--- src/rtl/vb_pkg.sv ---
package vb_pkg;

  localparam int MAX_ENTRIES = 16;

  // index of the lowest set bit, 0 when none
  function automatic int lowest_set(input logic [MAX_ENTRIES-1:0] v);
    int r;
    r = 0;
    for (int i = MAX_ENTRIES - 1; i >= 0; i--) begin
      if (v[i]) r = i;
    end
    return r;
  endfunction

  // rank after a touch: entries more recent than the touched one age by one
  function automatic int next_rank(input int cur, input int touched_rank,
                                   input bit is_touched);
    if (is_touched) return 0;
    if (cur < touched_rank) return cur + 1;
    return cur;
  endfunction

endpackage

--- src/rtl/vb_match.sv ---
module vb_match #(
  parameter int ENTRIES = 4,
  parameter int ADDR_W  = 27,
  localparam int IW     = $clog2(ENTRIES)
) (
  input  logic [ENTRIES-1:0]             vld,
  input  logic [ENTRIES-1:0][ADDR_W-1:0] tags,
  input  logic [ADDR_W-1:0]              addr,
  output logic [ENTRIES-1:0]             match,
  output logic                           any,
  output logic [IW-1:0]                  idx
);
  import vb_pkg::*;

  for (genvar g = 0; g < ENTRIES; g++) begin : g_cmp
    assign match[g] = vld[g] && (tags[g] == addr);
  end

  assign any = |match;

  always_comb begin
    logic [MAX_ENTRIES-1:0] wide;
    wide = '0;
    wide[ENTRIES-1:0] = match;
    idx = IW'(lowest_set(wide));
  end

  // distinct stored addresses, so at most one comparator fires
  always_comb begin
    a_r2_single_match: assert ($onehot0(match));
  end

endmodule

--- src/rtl/vb_lru.sv ---
module vb_lru #(
  parameter int ENTRIES = 4,
  localparam int IW     = $clog2(ENTRIES)
) (
  input  logic          clk,
  input  logic          rst_n,
  input  logic          touch,
  input  logic [IW-1:0] touch_idx,
  output logic [IW-1:0] lru_idx
);
  import vb_pkg::*;

  logic [ENTRIES-1:0][IW-1:0] rank_q;
  logic [ENTRIES-1:0]         is_oldest;

  always_ff @(posedge clk or negedge rst_n) begin
    if (!rst_n) begin
      for (int i = 0; i < ENTRIES; i++) rank_q[i] <= IW'(i);
    end else if (touch) begin
      for (int i = 0; i < ENTRIES; i++)
        rank_q[i] <= IW'(next_rank(int'(rank_q[i]), int'(rank_q[touch_idx]),
                                   (i == int'(touch_idx))));
    end
  end

  for (genvar g = 0; g < ENTRIES; g++) begin : g_old
    assign is_oldest[g] = (rank_q[g] == IW'(ENTRIES - 1));
  end

  always_comb begin
    logic [MAX_ENTRIES-1:0] wide;
    wide = '0;
    wide[ENTRIES-1:0] = is_oldest;
    lru_idx = IW'(lowest_set(wide));
  end

  // a touched entry is the most recent one afterwards
  a_r8_touched_is_mru: assert property (@(posedge clk) disable iff (!rst_n)
    touch |=> rank_q[$past(touch_idx)] == '0);

  // ranks stay a permutation, so exactly one entry is oldest
  a_r7_one_oldest: assert property (@(posedge clk) disable iff (!rst_n)
    $countones(is_oldest) == 1);

endmodule

--- src/rtl/vb_alloc.sv ---
module vb_alloc #(
  parameter int ENTRIES = 4,
  localparam int IW     = $clog2(ENTRIES)
) (
  input  logic [ENTRIES-1:0] vld,
  input  logic [IW-1:0]      lru_idx,
  output logic [IW-1:0]      alloc_idx,
  output logic               all_valid
);
  import vb_pkg::*;

  assign all_valid = &vld;

  always_comb begin
    logic [MAX_ENTRIES-1:0] wide;
    wide = '0;
    wide[ENTRIES-1:0] = ~vld;
    alloc_idx = all_valid ? lru_idx : IW'(lowest_set(wide));
  end

endmodule

--- src/rtl/victim_buffer.sv ---
module victim_buffer #(
  parameter int ENTRIES = 4,
  parameter int ADDR_W  = 27,
  parameter int DATA_W  = 32
) (
  input  logic              clk,
  input  logic              rst_n,
  input  logic              lk_valid,
  input  logic [ADDR_W-1:0] lk_addr,
  input  logic              ev_valid,
  input  logic [ADDR_W-1:0] ev_addr,
  input  logic [DATA_W-1:0] ev_data,
  output logic              lk_hit,
  output logic              lk_miss,
  output logic [DATA_W-1:0] sw_data
);
  localparam int IW = $clog2(ENTRIES);

  logic [ENTRIES-1:0]             vld_q;
  logic [ENTRIES-1:0][ADDR_W-1:0] tag_q;
  logic [ENTRIES-1:0][DATA_W-1:0] data_q;

  logic [ENTRIES-1:0] match_vec;
  logic               any_match;
  logic [IW-1:0]      hit_idx;
  logic [IW-1:0]      lru_idx;
  logic [IW-1:0]      alloc_idx;
  logic               all_valid;
  logic [IW-1:0]      wr_idx;
  logic               swap_in;
  logic               insert;
  logic               free_slot;

  vb_match #(.ENTRIES(ENTRIES), .ADDR_W(ADDR_W)) u_match (
    .vld(vld_q), .tags(tag_q), .addr(lk_addr),
    .match(match_vec), .any(any_match), .idx(hit_idx)
  );

  vb_lru #(.ENTRIES(ENTRIES)) u_lru (
    .clk(clk), .rst_n(rst_n), .touch(ev_valid),
    .touch_idx(wr_idx), .lru_idx(lru_idx)
  );

  vb_alloc #(.ENTRIES(ENTRIES)) u_alloc (
    .vld(vld_q), .lru_idx(lru_idx),
    .alloc_idx(alloc_idx), .all_valid(all_valid)
  );

  assign lk_hit    = lk_valid && any_match;
  assign lk_miss   = lk_valid && !any_match;
  assign sw_data   = lk_hit ? data_q[hit_idx] : '0;

  // named events for the checks below
  assign swap_in   = lk_hit && ev_valid;
  assign insert    = ev_valid && !lk_hit;
  assign free_slot = lk_hit && !ev_valid;
  assign wr_idx    = lk_hit ? hit_idx : alloc_idx;

  always_ff @(posedge clk or negedge rst_n) begin
    if (!rst_n) begin
      vld_q <= '0;
    end else if (ev_valid) begin
      vld_q[wr_idx] <= 1'b1;
    end else if (free_slot) begin
      vld_q[hit_idx] <= 1'b0;
    end
  end

  always_ff @(posedge clk) begin
    if (ev_valid) begin
      tag_q[wr_idx]  <= ev_addr;
      data_q[wr_idx] <= ev_data;
    end
  end

  // reset leaves every slot empty
  a_r1_empty_after_reset: assert property (@(posedge clk)
    !rst_n |=> vld_q == '0);

  // a hit needs a lookup in the same cycle
  a_r2_hit_needs_lookup: assert property (@(posedge clk) disable iff (!rst_n)
    lk_hit |-> lk_valid && !lk_miss);

  // the displaced block lands in the slot the hit came from
  a_r4_swap_same_slot: assert property (@(posedge clk) disable iff (!rst_n)
    swap_in |=> vld_q[$past(hit_idx)] && tag_q[$past(hit_idx)] == $past(ev_addr));

  // a hit with nothing to swap in frees its slot
  a_r5_free_on_hit: assert property (@(posedge clk) disable iff (!rst_n)
    free_slot |=> !vld_q[$past(hit_idx)]);

  // an insertion never overwrites a valid slot while one is empty
  a_r6_fill_empty_first: assert property (@(posedge clk) disable iff (!rst_n)
    insert && !all_valid |-> !vld_q[alloc_idx]);

endmodule

--- config.mk ---
export PLATFORM = sky130hd
export DESIGN_NAME = victim_buffer
export DESIGN_NICKNAME = d
export VERILOG_FILES = /design/src/rtl/vb_pkg.sv /design/src/rtl/vb_match.sv /design/src/rtl/vb_lru.sv /design/src/rtl/vb_alloc.sv /design/src/rtl/victim_buffer.sv
export SDC_FILE = /design/constraint.sdc
export NUM_CORES = 1
export LEC_CHECK = 0
export BUFFER_PORTS_ARGS = -buffer_cell sky130_fd_sc_hd__buf_4
export CORE_MARGIN = 2
export CORE_UTILIZATION = 51
export DETAILED_ROUTE_END_ITERATION = 10
export PLACE_DENSITY_LB_ADDON = 0.1
export REMOVE_ABC_BUFFERS = 1
export SYNTH_ARGS = -nofsm -noshare
export SYNTH_HDL_FRONTEND = slang
export SYNTH_SLANG_ARGS = --single-unit
--- constraint.sdc ---
create_clock -name clk -period 5.84 [get_ports clk]
set_clock_uncertainty 0.1 [all_clocks]
set_input_delay 0.292 -clock clk [delete_from_list [all_inputs] [get_ports clk]]
set_output_delay 0.292 -clock clk [all_outputs]
set_load 0.02 [all_outputs]
Word level (Yosys, flattened, before mapping)
Cells that the tools add are included.
{"block": "op_classes", "eq_ne": 11, "reduce_logical": 23, "add_sub_neg": 4, "n_mux": 63, "bitwise_logic": 4, "magnitude_cmp": 8}
{"op": "bitwise mux 128 bit", "n": 1}
{"op": "bitwise mux 108 bit", "n": 1}
{"op": "== test 27 bit", "n": 4}
{"op": "2-to-1 mux 32 bit", "n": 3}
{"op": "binary-select mux 32 bit (select 2 bit)", "n": 1}
{"op": "demux 32 bit (select 2 bit)", "n": 1}
{"op": "demux 27 bit (select 2 bit)", "n": 1}
{"op": "2-to-1 mux 2 bit", "n": 27}
{"op": "2-to-1 mux 27 bit", "n": 1}
{"op": "2-to-1 mux 1 bit", "n": 22}
{"op": "nonzero test 2 bit", "n": 5}
{"op": "logical AND 1 bit", "n": 9}
{"op": "adder 2 x 1 -> 2 bit (second input constant)", "n": 4}
{"op": "== test 2 bit (second input constant)", "n": 4}
{"op": "less-than comparator 2 bit", "n": 4}
{"op": "2-to-1 mux 4 bit", "n": 2}
{"op": "inverter 4 bit", "n": 2}
{"op": "AND reduction 2 bit", "n": 4}
{"op": "less-than comparator 2 x 3 -> 1 bit (second input constant)", "n": 2}
{"op": "bitwise AND 4 bit", "n": 1}
{"op": "binary-select mux 2 bit (select 2 bit)", "n": 1}
{"op": "demux 1 bit (select 2 bit)", "n": 2}
{"op": "== test 2 bit (first input constant)", "n": 2}
{"op": "greater-or-equal comparator 2 x 1 -> 1 bit (second input constant)", "n": 2}
{"op": "6 further kinds", "n": 7}
{"block": "totals", "word_cells": 126, "reg_bits": 248}

Logic depth before layout (Yosys ltp)
{"block": "logic_depth", "word_depth": 15, "depth_mapped": 12}

Hierarchy
A second synthesis with hierarchy kept.
{"block": "hier_totals", "hier_cells": 594, "area_unflattened_um2": 10430.0}
{"module": "victim_buffer", "cells_each": 341, "instances": 1, "seq_area_each_um2": 7186.9, "area_per_inst_um2": 8369.3}
{"module": "vb_match", "cells_each": 157, "instances": 1, "seq_area_each_um2": 0.0, "area_per_inst_um2": 1271.2}
{"module": "vb_lru", "cells_each": 89, "instances": 1, "seq_area_each_um2": 205.2, "area_per_inst_um2": 749.5}
{"module": "vb_alloc", "cells_each": 7, "instances": 1, "seq_area_each_um2": 0.0, "area_per_inst_um2": 40.0}

Worst setup path after synthesis
Ideal clock, no wire load.
{"block": "synth_path", "kind": "input -> register", "start": "input lk_addr[10]", "end": "register data_q[100] (netlist bit) (enable)", "n_path_buf": 1, "arrival_ps": 4389, "slack_ps": 872, "stages": 9, "required_time_ps": 5261, "path_cell_list": "buf_6 xnor2_1 nand4_1 nor4_1 nand4_1 a21oi_1 o2bb2ai_4 or2_1 nor2_1"}
{"element": "start, declared", "line": "victim_buffer.sv:9", "text": "input logic [ADDR_W-1:0] lk_addr,"}
{"element": "end signal, assigned by index", "line": "victim_buffer.sv:72", "text": "data_q[wr_idx] <= ev_data;"}
{"element": "end, declared", "line": "victim_buffer.sv:21", "text": "logic [ENTRIES-1:0][DATA_W-1:0] data_q;"}

Worst setup path after layout
{"block": "layout_path", "start": "register tag_q[73] (netlist bit)", "end": "output sw_data[19]"}
{"block": "layout_between", "elab_chain_cells": 8}
{"element": "start, declared", "line": "victim_buffer.sv:20", "text": "logic [ENTRIES-1:0][ADDR_W-1:0] tag_q;"}
{"element": "start signal, assigned by index", "line": "victim_buffer.sv:71", "text": "tag_q[wr_idx] <= ev_addr;"}
{"element": "== test 27 bit (*)", "line": "vb_match.sv:16", "text": "assign match[g] = vld[g] && (tags[g] == addr);"}
{"element": "logical AND 1 bit (*)", "line": "vb_match.sv:16"}
{"element": "2-to-1 mux 2 bit (3 in a row)", "line": "vb_pkg.sv:10", "text": "if (v[i]) r = i;"}
{"element": "binary-select mux 32 bit (select 2 bit)", "line": "victim_buffer.sv:51", "text": "assign sw_data = lk_hit ? data_q[hit_idx] : '0;"}
{"element": "2-to-1 mux 32 bit (not written as such)", "line": "victim_buffer.sv:51"}
{"element": "2-to-1 mux 32 bit (*)", "line": "victim_buffer.sv:51"}
{"element": "end, declared", "line": "victim_buffer.sv:15", "text": "output logic [DATA_W-1:0] sw_data"}
Every way passes the cells marked *; elsewhere a longest branch is shown, timed or not. The select of a mux whose other input is x is not followed.

==> metrics <==
clock period minus final worst setup slack=4710 ps; number of endpoints with negative hold slack in the final report=0; transition time of the tightest slew-check pin=between 800 and 900 ps; total DRC errors in the routed layout=0; number of pins with negative max-slew slack in the final report=0; Hold Worst Slack=51.0 ps; Worst Hold Class=in -> async; iteration count of the initial detailed-routing pass=5; wire length of the first global-routing pass=approximately 40000 um; cell taking the most area after synthesis=edfxtp_1; main area contributors after synthesis=edfxtp_1 67%, xnor2_1 4.9%, xor2_1 3.5%; worst slew margin relative to its limit=42.4%; Final setup violation count=0; total inserted antenna cells=0; Clock Latency Late Sink=520 ps; CTS Sinks=between 200 and 250; CTS tree=yes; most common cell after layout, fill and taps aside=edfxtp_1; total number of nets in the final design=roughly 990; Post-Layout Inst Area=13400 um^2; cell breakdown of the critical path=xnor2_1, nor4b_1, nand3_1, nor4_2, nor2_1, o21ai_4, buf_4, mux2i_1, nor2_1, a221oi_1, nor2_1, buf_4; Antenna Nets Post-Route=0; Tot GR Track Use=between 20% and 30%; vias in the first global route=6903; cell area after technology mapping=roughly 11000 um^2; largest stage delay on the critical path=about 690 ps; clock root cell=clkbuf_16; sequential area share after synthesis=~70%; count of input and output buffers=between 100 and 150; portion of synthesized cell area occupied by the leading cell type=66.5%; Top FF cell, synth=edfxtp_1; final cycle utilization of the critical path=80.6%; number of fillers in the final layout=1478; Data arrival, critical path=~4300 ps; Die Span X=149 um; R2R Setup Slk=1920 ps; cells resized by post-CTS repair=0; synthesized area per cell=15.3 um^2; Vias/cell=5.62; setup repair after global routing missed its margin=false; number of different library cells in the post-synthesis netlist=54; floorplan die area=between 20000 and 25000 um^2; Buffers & Inverters on Critical Path=2; power density relative to cell area=484 nW/um^2; Post-synth EDFFs=236; pin count of the biggest net entering global routing=46; clk slew on worst S/H paths=about 60 ps; overall via count from detail_route=6644; warnings from Yosys=0; cell count after synthesis=694; most frequent cells in the layout=236 x edfxtp_1, 130 x buf_4, 82 x nor2_1, 60 x xnor2_1, 60 x dlygate4sd3_1; number of standard-cell rows in the floorplan=52; async set or reset register ratio after synthesis=4.84%; worst vdd rail ir drop=0.302 mV; top achievable clock speed=212 MHz; Layout Cells excl Fill=1182; Initial Util=52.3%; post-detail-place hpwl=17100 um; routability congestion estimate from global placement=around 0.92; I/O pins=124; total routed wirelength=about 26000 um; Max Fanout on Critical Path=17; DIE HEIGHT=149 um; number of cells after detailed placement=1074; placed standard-cell area=11900 um^2; cell at the slowest stage of the critical path=o21ai_4; total grt overflow=0; number of buffers on the longest clock path=3; number of antenna violations at the first check in global routing=1; area of the core=20400 um^2; initial DRC count=422; fin util=about two thirds; cell leakage power=between 4 and 5 nW; average routed wire per standard cell=21.7 um; critical path endpoint category=primary output; most numerous cell on the critical path=nor2_1; kind of cell adding the most delay to the critical path=simple AND/OR/NAND/NOR gates; status=finished, final reports clean; final sum of negative setup slack=0 ps; CTS Buf Count=26; number of storage elements in the synthesis netlist=approximately 250; launching element type of the critical path=flop; fraction of final layout cells with drive strength greater than 1=22.7%; Setup Crit Path Kind=reg -> out; CTS H-tree depth=1; MaxCap Viol Count=0; CP required=between 5000 and 6000 ps; synthesis-to-layout area growth=25.6%
[state kept, by name (all words and copies together), names as in the netlist]
register and cells:
vld_q 4, u_lru.rank_q 8, tag_q 108, data_q 128
[kinds of logic (layout without fill, tap and decap cells)]
logic type                 after synthesis  after routing  synth area share (%)
DFF                                    248            248                  69.4
and+or+nand+nor                        189            189                  9.22
xor gates and xnor gates               108            108                  9.30
AOI/OAI and AO/OA                       74             74                  6.14
muxes                                   38             38                  3.81
buffers and inverters                   33            251                  1.66
adders and majority gates                4              4                 0.470
[Yosys cell counts (4+ instances only)]
cell,n
edfxtp_1,236
nor2_1,85
xnor2_1,60
xor2_1,42
mux2i_1,36
a221oi_1,32
nand4_1,30
nor4_1,19
nand2_1,16
clkbuf_1,12
inv_1,10
dfrtp_1,8
a21oi_1,7
o21ai_0,7
nand3_1,6
xnor2_2,6
buf_6,5
nand2b_1,5
nand4b_1,5
a221oi_2,4
a32oi_1,4
dfstp_2,4
ha_1,4
nor3_1,4
o221a_1,4
[worst register-to-register path: cells and delay by family (launching register included)]
kind	cells	cell delay, ps
simple gates	5	1740
flops	1	390
xor+xnor	1	400
compound gates	2	570
buf+inv	1	340
[where the power goes]
group          total [mW]  internal (mW)  switching [mW]
Combinational        1.86          0.671            1.19
Clock                1.61          0.958           0.651
Sequential           3.00           2.76           0.239
Total                6.47           4.39            2.08
[metal layers]
layer	GRT usage, %	vias up	part of all wire (%)	wire length (um)
met1	32.2	3301	43	11100
li1	-	3078	-	-
met4	6.38	0	2.2	567
met2	39.0	222	49	12500
met3	3.83	43	5.9	1520
met5	0	-	0	0
[cell type report]
cell class              instances  area, um^2  area share, %
clock buffers                  35         726           5.43
clock inverters                13         118          0.879
inverters                      10        37.5          0.281
multi-input cells             413        3130           23.4
flip-flops and latches        248        7390           55.3
well taps                     270         338           2.53
repair buffers                193        1640           12.2
[final timing paths]
kind,startpoint,endpoint,depth (start not counted)
setup reg to reg,tag_q[103]$_DFFE_PP_,data_q[59]$_DFFE_PP_,9
min in group clk,ev_valid,vld_q[0]$_DFFE_PN0P_,2
hold / removal,rst_n,u_lru.rank_q[3]$_DFFE_PN0P_,2
setup / recovery,tag_q[73]$_DFFE_PP_,sw_data[19],12
hold reg to reg,u_lru.rank_q[7]$_DFFE_PN1P_,u_lru.rank_q[7]$_DFFE_PN1P_,2
max in group asynchronous,rst_n,u_lru.rank_q[5]$_DFFE_PN1P_,2
[repair_timing]
action,CTS,global route
buffers inserted,0,0
hold buffers,60,0
endpoints found under the hold margin,248,0
[per-stage QoR]
step                total power [mW]  worst slack (ps)
floorplan                       4.22               908
global placement                4.83              1620
detailed placement              4.89              1630
CTS                             6.53              1150
global route                    6.80               895
finish                          6.47              1130
No activity file was read; power rests on OpenSTA's default activity.
